## src/rtl/fis_rx_pkg.sv

```systemverilog
package fis_rx_pkg;

  localparam logic [7:0] FT_REG_D2H   = 8'h34;
  localparam logic [7:0] FT_DMA_ACT   = 8'h39;
  localparam logic [7:0] FT_DMA_SETUP = 8'h41;
  localparam logic [7:0] FT_DATA      = 8'h46;
  localparam logic [7:0] FT_BIST      = 8'h58;
  localparam logic [7:0] FT_PIO_SETUP = 8'h5F;
  localparam logic [7:0] FT_SDB       = 8'hA1;

  localparam int IRQ_BIT  = 14;
  localparam int DIR_BIT  = 13;
  localparam int AUTO_BIT = 15;

  typedef struct packed {
    logic reg_d2h;
    logic sdb;
    logic dma_act;
    logic dma_setup;
    logic pio_setup;
    logic bist;
    logic irq;
    logic bad;
  } fis_cmd_t;

  function automatic logic [3:0] fis_exp_len(input logic [7:0] t);
    case (t)
      FT_REG_D2H:   return 4'd5;
      FT_DMA_ACT:   return 4'd1;
      FT_DMA_SETUP: return 4'd7;
      FT_BIST:      return 4'd3;
      FT_PIO_SETUP: return 4'd5;
      FT_SDB:       return 4'd2;
      default:      return 4'd0;
    endcase
  endfunction

endpackage

```

## src/rtl/fis_frame_collect.sv

```systemverilog
module fis_frame_collect #(
  parameter int DW_W     = 32,
  parameter int HDR_KEEP = 4,
  parameter int CNT_W    = 12
) (
  input  logic                           clk,
  input  logic                           rst_n,
  input  logic                           rx_valid,
  input  logic                           rx_sof,
  input  logic                           rx_eof,
  input  logic [DW_W-1:0]                rx_dw,
  output logic                           done,
  output logic [CNT_W-1:0]               len,
  output logic [HDR_KEEP-1:0][DW_W-1:0]  hdr,
  output logic                           pl_valid,
  output logic [DW_W-1:0]                pl_data,
  output logic                           pl_last
);
  import fis_rx_pkg::*;

  logic                          in_frame_q, in_frame_n;
  logic                          data_q, data_n;
  logic                          done_q, done_n;
  logic [CNT_W-1:0]              cnt_q, cnt_n;
  logic [HDR_KEEP-1:0][DW_W-1:0] hdr_q, hdr_n;
  logic                          plv_q, plv_n;
  logic [DW_W-1:0]               pld_q, pld_n;
  logic                          pll_q, pll_n;
  logic                          start, cont, take;
  logic [CNT_W-1:0]              idx;

  assign start = rx_valid & rx_sof;
  assign cont  = rx_valid & ~rx_sof & in_frame_q;
  assign take  = start | cont;
  assign idx   = start ? '0 : cnt_q;

  always_comb begin
    cnt_n = cnt_q;
    if (start)
      cnt_n = CNT_W'(1);
    else if (cont && cnt_q != '1)
      cnt_n = cnt_q + CNT_W'(1);
  end

  always_comb begin
    in_frame_n = take ? ~rx_eof : in_frame_q;
    done_n     = take & rx_eof;
    data_n     = start ? (rx_dw[7:0] == FT_DATA) : data_q;
    plv_n      = cont & data_q;
    pld_n      = cont ? rx_dw : pld_q;
    pll_n      = cont & data_q & rx_eof;
  end

  for (genvar g = 0; g < HDR_KEEP; g++) begin : g_hdr
    always_comb hdr_n[g] = (take && idx == CNT_W'(g)) ? rx_dw : hdr_q[g];
  end

  always_ff @(posedge clk or negedge rst_n) begin
    if (!rst_n) begin
      in_frame_q <= 1'b0;
      data_q     <= 1'b0;
      done_q     <= 1'b0;
      cnt_q      <= '0;
      hdr_q      <= '0;
      plv_q      <= 1'b0;
      pld_q      <= '0;
      pll_q      <= 1'b0;
    end else begin
      in_frame_q <= in_frame_n;
      data_q     <= data_n;
      done_q     <= done_n;
      cnt_q      <= cnt_n;
      hdr_q      <= hdr_n;
      plv_q      <= plv_n;
      pld_q      <= pld_n;
      pll_q      <= pll_n;
    end
  end

  assign done     = done_q;
  assign len      = cnt_q;
  assign hdr      = hdr_q;
  assign pl_valid = plv_q;
  assign pl_data  = pld_q;
  assign pl_last  = pll_q;

endmodule

```

## src/rtl/fis_type_decode.sv

```systemverilog
module fis_type_decode #(
  parameter int DW_W  = 32,
  parameter int CNT_W = 12
) (
  input  logic                 done,
  input  logic [CNT_W-1:0]     len,
  input  logic [DW_W-1:0]      w0,
  output fis_rx_pkg::fis_cmd_t cmd
);
  import fis_rx_pkg::*;

  logic [7:0] ftype;
  logic       known;
  logic       len_ok;
  logic       unused_w0;

  assign ftype     = w0[7:0];
  assign unused_w0 = ^{w0[DW_W-1:15], w0[13:8]};

  always_comb begin
    known  = (fis_exp_len(ftype) != 4'd0);
    len_ok = (len == CNT_W'(fis_exp_len(ftype)));
  end

  always_comb begin
    cmd = '0;
    if (done && ftype != FT_DATA) begin
      if (!known || !len_ok) begin
        cmd.bad = 1'b1;
      end else begin
        cmd.reg_d2h   = (ftype == FT_REG_D2H);
        cmd.sdb       = (ftype == FT_SDB);
        cmd.dma_act   = (ftype == FT_DMA_ACT);
        cmd.dma_setup = (ftype == FT_DMA_SETUP);
        cmd.pio_setup = (ftype == FT_PIO_SETUP);
        cmd.bist      = (ftype == FT_BIST);
        cmd.irq       = w0[IRQ_BIT] & (cmd.reg_d2h | cmd.sdb |
                                       cmd.dma_setup | cmd.pio_setup);
      end
    end
  end

endmodule

```

## src/rtl/fis_shadow_regs.sv

```systemverilog
module fis_shadow_regs #(
  parameter int DW_W  = 32,
  parameter int LBA_W = 48
) (
  input  logic                 clk,
  input  logic                 rst_n,
  input  fis_rx_pkg::fis_cmd_t cmd,
  input  logic [DW_W-1:0]      w0,
  input  logic [DW_W-1:0]      w1,
  input  logic [DW_W-1:0]      w2,
  input  logic [DW_W-1:0]      w3,
  output logic [7:0]           sh_status,
  output logic [7:0]           sh_error,
  output logic [LBA_W-1:0]     sh_lba,
  output logic [15:0]          sh_count,
  output logic [7:0]           sh_device,
  output logic                 dma_dir,
  output logic                 dma_auto,
  output logic                 pio_dir,
  output logic [5:0]           evt,
  output logic                 irq_pulse,
  output logic                 err_pulse
);
  import fis_rx_pkg::*;

  localparam int HALF = LBA_W / 2;

  logic [7:0]       st_q, st_n, er_q, er_n, dev_q, dev_n;
  logic [LBA_W-1:0] lba_q, lba_n;
  logic [15:0]      cnt_q, cnt_n;
  logic             ddir_q, ddir_n, dauto_q, dauto_n, pdir_q, pdir_n;
  logic [5:0]       evt_q, evt_n;
  logic             irq_q, err_q;
  logic             unused_fields;

  assign unused_fields = ^{w0[12:0], w0[IRQ_BIT], w2[DW_W-1:HALF],
                           w3[DW_W-1:16], cmd.irq, cmd.bad};

  always_comb begin
    st_n    = st_q;
    er_n    = er_q;
    lba_n   = lba_q;
    cnt_n   = cnt_q;
    dev_n   = dev_q;
    ddir_n  = ddir_q;
    dauto_n = dauto_q;
    pdir_n  = pdir_q;
    if (cmd.reg_d2h) begin
      st_n  = w0[23:16];
      er_n  = w0[31:24];
      lba_n = {w2[HALF-1:0], w1[HALF-1:0]};
      dev_n = w1[31:24];
      cnt_n = w3[15:0];
    end
    if (cmd.sdb) begin
      st_n = {st_q[7], w0[22:20], st_q[3], w0[18:16]};
      er_n = w0[31:24];
    end
    if (cmd.dma_setup) begin
      ddir_n  = w0[DIR_BIT];
      dauto_n = w0[AUTO_BIT];
    end
    if (cmd.pio_setup)
      pdir_n = w0[DIR_BIT];
    evt_n = {cmd.bist, cmd.pio_setup, cmd.dma_setup, cmd.dma_act,
             cmd.sdb, cmd.reg_d2h};
  end

  always_ff @(posedge clk or negedge rst_n) begin
    if (!rst_n) begin
      st_q    <= '0;
      er_q    <= '0;
      lba_q   <= '0;
      cnt_q   <= '0;
      dev_q   <= '0;
      ddir_q  <= 1'b0;
      dauto_q <= 1'b0;
      pdir_q  <= 1'b0;
      evt_q   <= '0;
      irq_q   <= 1'b0;
      err_q   <= 1'b0;
    end else begin
      st_q    <= st_n;
      er_q    <= er_n;
      lba_q   <= lba_n;
      cnt_q   <= cnt_n;
      dev_q   <= dev_n;
      ddir_q  <= ddir_n;
      dauto_q <= dauto_n;
      pdir_q  <= pdir_n;
      evt_q   <= evt_n;
      irq_q   <= cmd.irq;
      err_q   <= cmd.bad;
    end
  end

  assign sh_status = st_q;
  assign sh_error  = er_q;
  assign sh_lba    = lba_q;
  assign sh_count  = cnt_q;
  assign sh_device = dev_q;
  assign dma_dir   = ddir_q;
  assign dma_auto  = dauto_q;
  assign pio_dir   = pdir_q;
  assign evt       = evt_q;
  assign irq_pulse = irq_q;
  assign err_pulse = err_q;

endmodule

```

## src/rtl/fis_rx_mapper.sv

```systemverilog
module fis_rx_mapper #(
  parameter int DW_W     = 32,
  parameter int HDR_KEEP = 4,
  parameter int CNT_W    = 12,
  parameter int LBA_W    = 48
) (
  input  logic             clk,
  input  logic             rst_n,
  input  logic             rx_valid,
  input  logic             rx_sof,
  input  logic             rx_eof,
  input  logic [DW_W-1:0]  rx_dw,
  output logic [7:0]       sh_status,
  output logic [7:0]       sh_error,
  output logic [LBA_W-1:0] sh_lba,
  output logic [15:0]      sh_count,
  output logic [7:0]       sh_device,
  output logic             dma_dir,
  output logic             dma_auto,
  output logic             pio_dir,
  output logic             evt_reg,
  output logic             evt_sdb,
  output logic             evt_dma_act,
  output logic             evt_dma_setup,
  output logic             evt_pio_setup,
  output logic             evt_bist,
  output logic             irq_pulse,
  output logic             err_pulse,
  output logic             pl_valid,
  output logic [DW_W-1:0]  pl_data,
  output logic             pl_last
);
  import fis_rx_pkg::*;

  logic [1:0]                    rs_q;
  logic                          rst_i;
  logic                          done;
  logic [CNT_W-1:0]              len;
  logic [HDR_KEEP-1:0][DW_W-1:0] hdr;
  fis_cmd_t                      cmd;
  logic [5:0]                    evt;

  always_ff @(posedge clk or negedge rst_n) begin
    if (!rst_n) rs_q <= '0;
    else        rs_q <= {rs_q[0], 1'b1};
  end
  assign rst_i = rs_q[1];

  fis_frame_collect #(.DW_W(DW_W), .HDR_KEEP(HDR_KEEP), .CNT_W(CNT_W)) u_collect (
    .clk(clk), .rst_n(rst_i),
    .rx_valid(rx_valid), .rx_sof(rx_sof), .rx_eof(rx_eof), .rx_dw(rx_dw),
    .done(done), .len(len), .hdr(hdr),
    .pl_valid(pl_valid), .pl_data(pl_data), .pl_last(pl_last)
  );

  fis_type_decode #(.DW_W(DW_W), .CNT_W(CNT_W)) u_decode (
    .done(done), .len(len), .w0(hdr[0]), .cmd(cmd)
  );

  fis_shadow_regs #(.DW_W(DW_W), .LBA_W(LBA_W)) u_shadow (
    .clk(clk), .rst_n(rst_i), .cmd(cmd),
    .w0(hdr[0]), .w1(hdr[1]), .w2(hdr[2]), .w3(hdr[3]),
    .sh_status(sh_status), .sh_error(sh_error), .sh_lba(sh_lba),
    .sh_count(sh_count), .sh_device(sh_device),
    .dma_dir(dma_dir), .dma_auto(dma_auto), .pio_dir(pio_dir),
    .evt(evt), .irq_pulse(irq_pulse), .err_pulse(err_pulse)
  );

  assign {evt_bist, evt_pio_setup, evt_dma_setup, evt_dma_act, evt_sdb, evt_reg} = evt;

endmodule

```

## config.mk

```make
export PLATFORM = sky130hd
export DESIGN_NAME = fis_rx_mapper
export DESIGN_NICKNAME = d
export VERILOG_FILES = /design/src/rtl/fis_rx_pkg.sv /design/src/rtl/fis_frame_collect.sv /design/src/rtl/fis_type_decode.sv /design/src/rtl/fis_shadow_regs.sv /design/src/rtl/fis_rx_mapper.sv
export SDC_FILE = /design/constraint.sdc
export NUM_CORES = 1
export LEC_CHECK = 0
export BUFFER_PORTS_ARGS = -buffer_cell sky130_fd_sc_hd__buf_4
export CAP_MARGIN = 25
export CORE_AREA = 2 2 133 135
export CTS_BUF_LIST = sky130_fd_sc_hd__clkbuf_2 sky130_fd_sc_hd__clkbuf_4 sky130_fd_sc_hd__clkbuf_8
export CTS_CLUSTER_SIZE = 24
export DETAILED_ROUTE_END_ITERATION = 7
export DIE_AREA = 0 0 135 137
export PLACE_DENSITY = 0.81
export SLEW_MARGIN = 0
export SYNTH_ARGS = -nofsm -noshare
export SYNTH_HDL_FRONTEND = slang
export SYNTH_SLANG_ARGS = --single-unit
```

## constraint.sdc

```tcl
create_clock -name clk -period 9 [get_ports clk]
set_input_delay 0.9 -clock clk [delete_from_list [all_inputs] [get_ports clk]]
set_output_delay 0.9 -clock clk [all_outputs]
set_load 0.05 [all_outputs]
```

==> results.sh <==
export IMPL_maxCapViolCount=0
export IMPL_cts_tree="built"
export IMPL_arrival_ns=3.42
export IMPL_final_hold_viol_count=0
export IMPL_drive_above_1_share_pct=39.6
export IMPL_synth_seq_cells=249
export IMPL_clkTransAtPathRegs_ns=0.06
export IMPL_fp_dieH_um=137
export IMPL_cp_max_fo=39
export IMPL_synth_cells=698
export IMPL_cts_sink_count=249
export IMPL_worstPathRequired_ns=9.38
export IMPL_power_density_nw_per_um2=250
export IMPL_clock_path_buffers=3
export IMPL_grt_busiest_layer="met2"
export IMPL_ctsHtreeMaxLevel=2
export IMPL_post_cts_buffers=0
export IMPL_synth_area_um2=9760
export IMPL_max_freq_ghz=0.329
export IMPL_rr_worst_depth=6
export IMPL_period_needed_ns=3.04
export IMPL_syn_area_per_cell_um2=14.0
export IMPL_ys_seq_area_share_pct=63.8
export IMPL_grt_use_met3_pct=6.78
export IMPL_grt_util_all_layers_pct=25.3
export IMPL_grtUsageMet2_pct=42.8
export IMPL_gp_congestion=0.874
export IMPL_async_flop_share_pct=100
export IMPL_worst_pin_slew_ns=1.09
export IMPL_num_io_pins=170
export IMPL_clk_latency_ns=0.52
export IMPL_drv_slew=0
export IMPL_worst_setup_path_end_kind="register"
export IMPL_worstSetupPathType="reg2reg"
export IMPL_rsz0062_at_grt="false"
export IMPL_vias=6243
export IMPL_clock_skew_ns=0.0181
export IMPL_core_area_um2=17100
export IMPL_status="completed"
export IMPL_post_cts_resized=0
export IMPL_grt_pass1_wl_mm=36.1
export IMPL_yosys_cell_types_count=47
export IMPL_grt_overflow_total=0
export IMPL_nNetsFinal=927
export IMPL_routed_wl_mm=22.2
export IMPL_synthesis_nets=736
export IMPL_finalSetupViolCount=0
export IMPL_start_kind="register"
export IMPL_drt_iter0_markers=366
export IMPL_largest_reg_flops=99
export IMPL_ant_nets=0
export IMPL_tns_ns=0
export IMPL_grt_pass1_vias=6907
export IMPL_peakVddDrop_uv=140
export IMPL_die_w_um=135
export IMPL_via_per_inst=5.48
export IMPL_r2r_end="u_shadow.sh_count[14]"
export IMPL_r2r_start="u_collect.hdr[0]"
export IMPL_num_fill_cells=1185
export IMPL_synth_warnings=0
export IMPL_drtPass1Iterations=4
export IMPL_setup_worst_path_end="u_shadow.sh_count[14]"
export IMPL_dp_hpwl_mm=14.9
export IMPL_fin_crit_sh_pct=33.7
export IMPL_cts_buffers=40
export IMPL_synthFlopType="dfrtp_1"
export IMPL_die_area_um2=18500
export IMPL_leakage_nw=6.30
export IMPL_drc=0
export IMPL_postCtsHoldBufs=0
export IMPL_routedWlPerCell_um=19.5
export IMPL_portBuffers=169
export IMPL_syn_to_final_growth_pct=24.3
export IMPL_max_slew_margin_pct=27.1
export IMPL_crit_path_start="u_collect.hdr[0]"
export IMPL_synth_edf_count=0
export IMPL_hp_class="in2async"
export IMPL_diodes=0
export IMPL_dp_cells=1072
export IMPL_r2r_slack_ns=5.96
export IMPL_cts_root_buf="clkbuf_8"
export IMPL_std_cell_rows=48
export IMPL_fin_cells=1140
export IMPL_grt_use_met1_pct=31.6
export IMPL_grt_max_degree=201
export IMPL_initial_utilization_pct=57.2
export IMPL_antenna_found_initial=0
export IMPL_holdWs_ns=0.159
-- kinds of logic after synthesis --
kind of cell               Yosys count  synth area share, %
and+or+nand+nor                    186                 9.08
other                                1               0.0384
xor gates and xnor gates             9                0.808
muxes                              190                 21.9
buffers and inverters               37                 1.99
AOI/OAI and AO/OA                   25                 2.19
adders and majority gates            1                0.128
DFF                                249                 63.8
-- critical path: stages (launching register included) --
cell and delay [ns]:
dfrtp_1 0.52, or4_1 0.57, o21ai_1 0.54, nor2_1 0.20
o2111ai_4 0.14, buf_4 0.51, mux2_1 0.38
-- worst min path at each step --
stage                 start       to  slack (ns)  depth (start not counted)
floorplan           rs_q[0]  rs_q[1]        0.33                          0
global placement    rs_q[0]  rs_q[1]        0.34                          0
detailed placement  rs_q[0]  rs_q[1]        0.34                          0
CTS                   rst_n  rs_q[1]        0.13                          1
global route          rst_n  rs_q[1]        0.12                          1
finish                rst_n  rs_q[1]        0.16                          1
-- where the power goes --
| part | internal [mW] | total [mW] | switching [mW] | leakage, nW |
|---|---|---|---|---|
| logic | 0.250 | 0.538 | 0.288 | 2.59 |
| registers | 1.34 | 1.49 | 0.147 | 3.25 |
| clock network | 0.581 | 1.00 | 0.422 | 0.451 |
| total | 2.17 | 3.03 | 0.857 | 6.30 |
-- synthesized netlist by cell type (2+ instances only) --
cell type / count / area, um^2
and3b_1: 2 / 17.5
or4_1: 3 / 22.5
and3_1: 4 / 25.0
and2_1: 3 / 18.8
nand3_1: 12 / 60.1
nor3_1: 11 / 55.1
o211ai_1: 4 / 30.0
inv_1: 9 / 33.8
xnor2_1: 6 / 52.6
nand2b_1: 2 / 12.5
nand2_1: 106 / 398
buf_4: 2 / 15.0
clkbuf_1: 18 / 67.6
and4_1: 3 / 26.3
nor3b_1: 2 / 15.0
xor2_1: 3 / 26.3
mux2_1: 84 / 946
nor4_1: 2 / 12.5
nor2b_1: 2 / 12.5
o2111ai_1: 3 / 26.3
dfrtp_1: 249 / 6230
buf_2: 2 / 10.0
nor2_1: 20 / 75.1
buf_6: 6 / 67.6
a21oi_1: 2 / 10.0
o21ai_0: 4 / 20.0
mux2_2: 106 / 1190
nand4_1: 5 / 31.3
o211a_1: 5 / 50.1
-- layer usage --
metal  vias to the layer above  share of wire, %
li1                       2817                 -
met3                        47               6.3
met2                       178                51
met5                         -                 0
met1                      3201                40
met4                         0               2.8
-- cells in the final DEF, fill, tap and decap left out, types with 4 or more instances in the layout --
| cell type | Yosys | final |
|---|---|---|
| nand2_1 | 106 | 106 |
| dfrtp_1 | 249 | 248 |
| mux2_1 | 84 | 84 |
| nand4_1 | 5 | 5 |
| xnor2_1 | 6 | 6 |
| inv_1 | 9 | 9 |
| buf_4 | 2 | 175 |
| clkbuf_8 | 0 | 51 |
| clkinv_2 | 0 | 5 |
| nor3_1 | 11 | 11 |
| o211a_1 | 5 | 5 |
| mux2_2 | 106 | 106 |
| and3_1 | 4 | 4 |
| o211ai_1 | 4 | 4 |
| nand3_1 | 12 | 12 |
| o21ai_0 | 4 | 4 |
| nor2_1 | 20 | 18 |
| clkbuf_4 | 0 | 11 |
-- metrics by stage --
stage	total power [mW]	utilization (%)	worst slack, ns	area, um^2
6_report	3.03	71.1	5.96	12100
5_1_grt	3.18	71.1	5.77	12100
4_1_cts	3.06	71.1	6.00	12100
3_5_place_dp	2.05	66.2	5.85	11300
3_3_place_gp	1.99	66.0	5.98	11300
2_1_floorplan	1.85	-	1.55	9760
-- layout make-up --
cell class,instances,area [um^2],share of cell area [%]
flip-flops and latches,249,6230,51.4
multi-input cells,412,3380,27.9
repair buffers,177,1360,11.2
clock buffers,62,785,6.47
well taps,225,282,2.32
clock inverters,6,55.1,0.454
inverters,9,33.8,0.278
No activity file was read; power rests on OpenSTA's default activity.
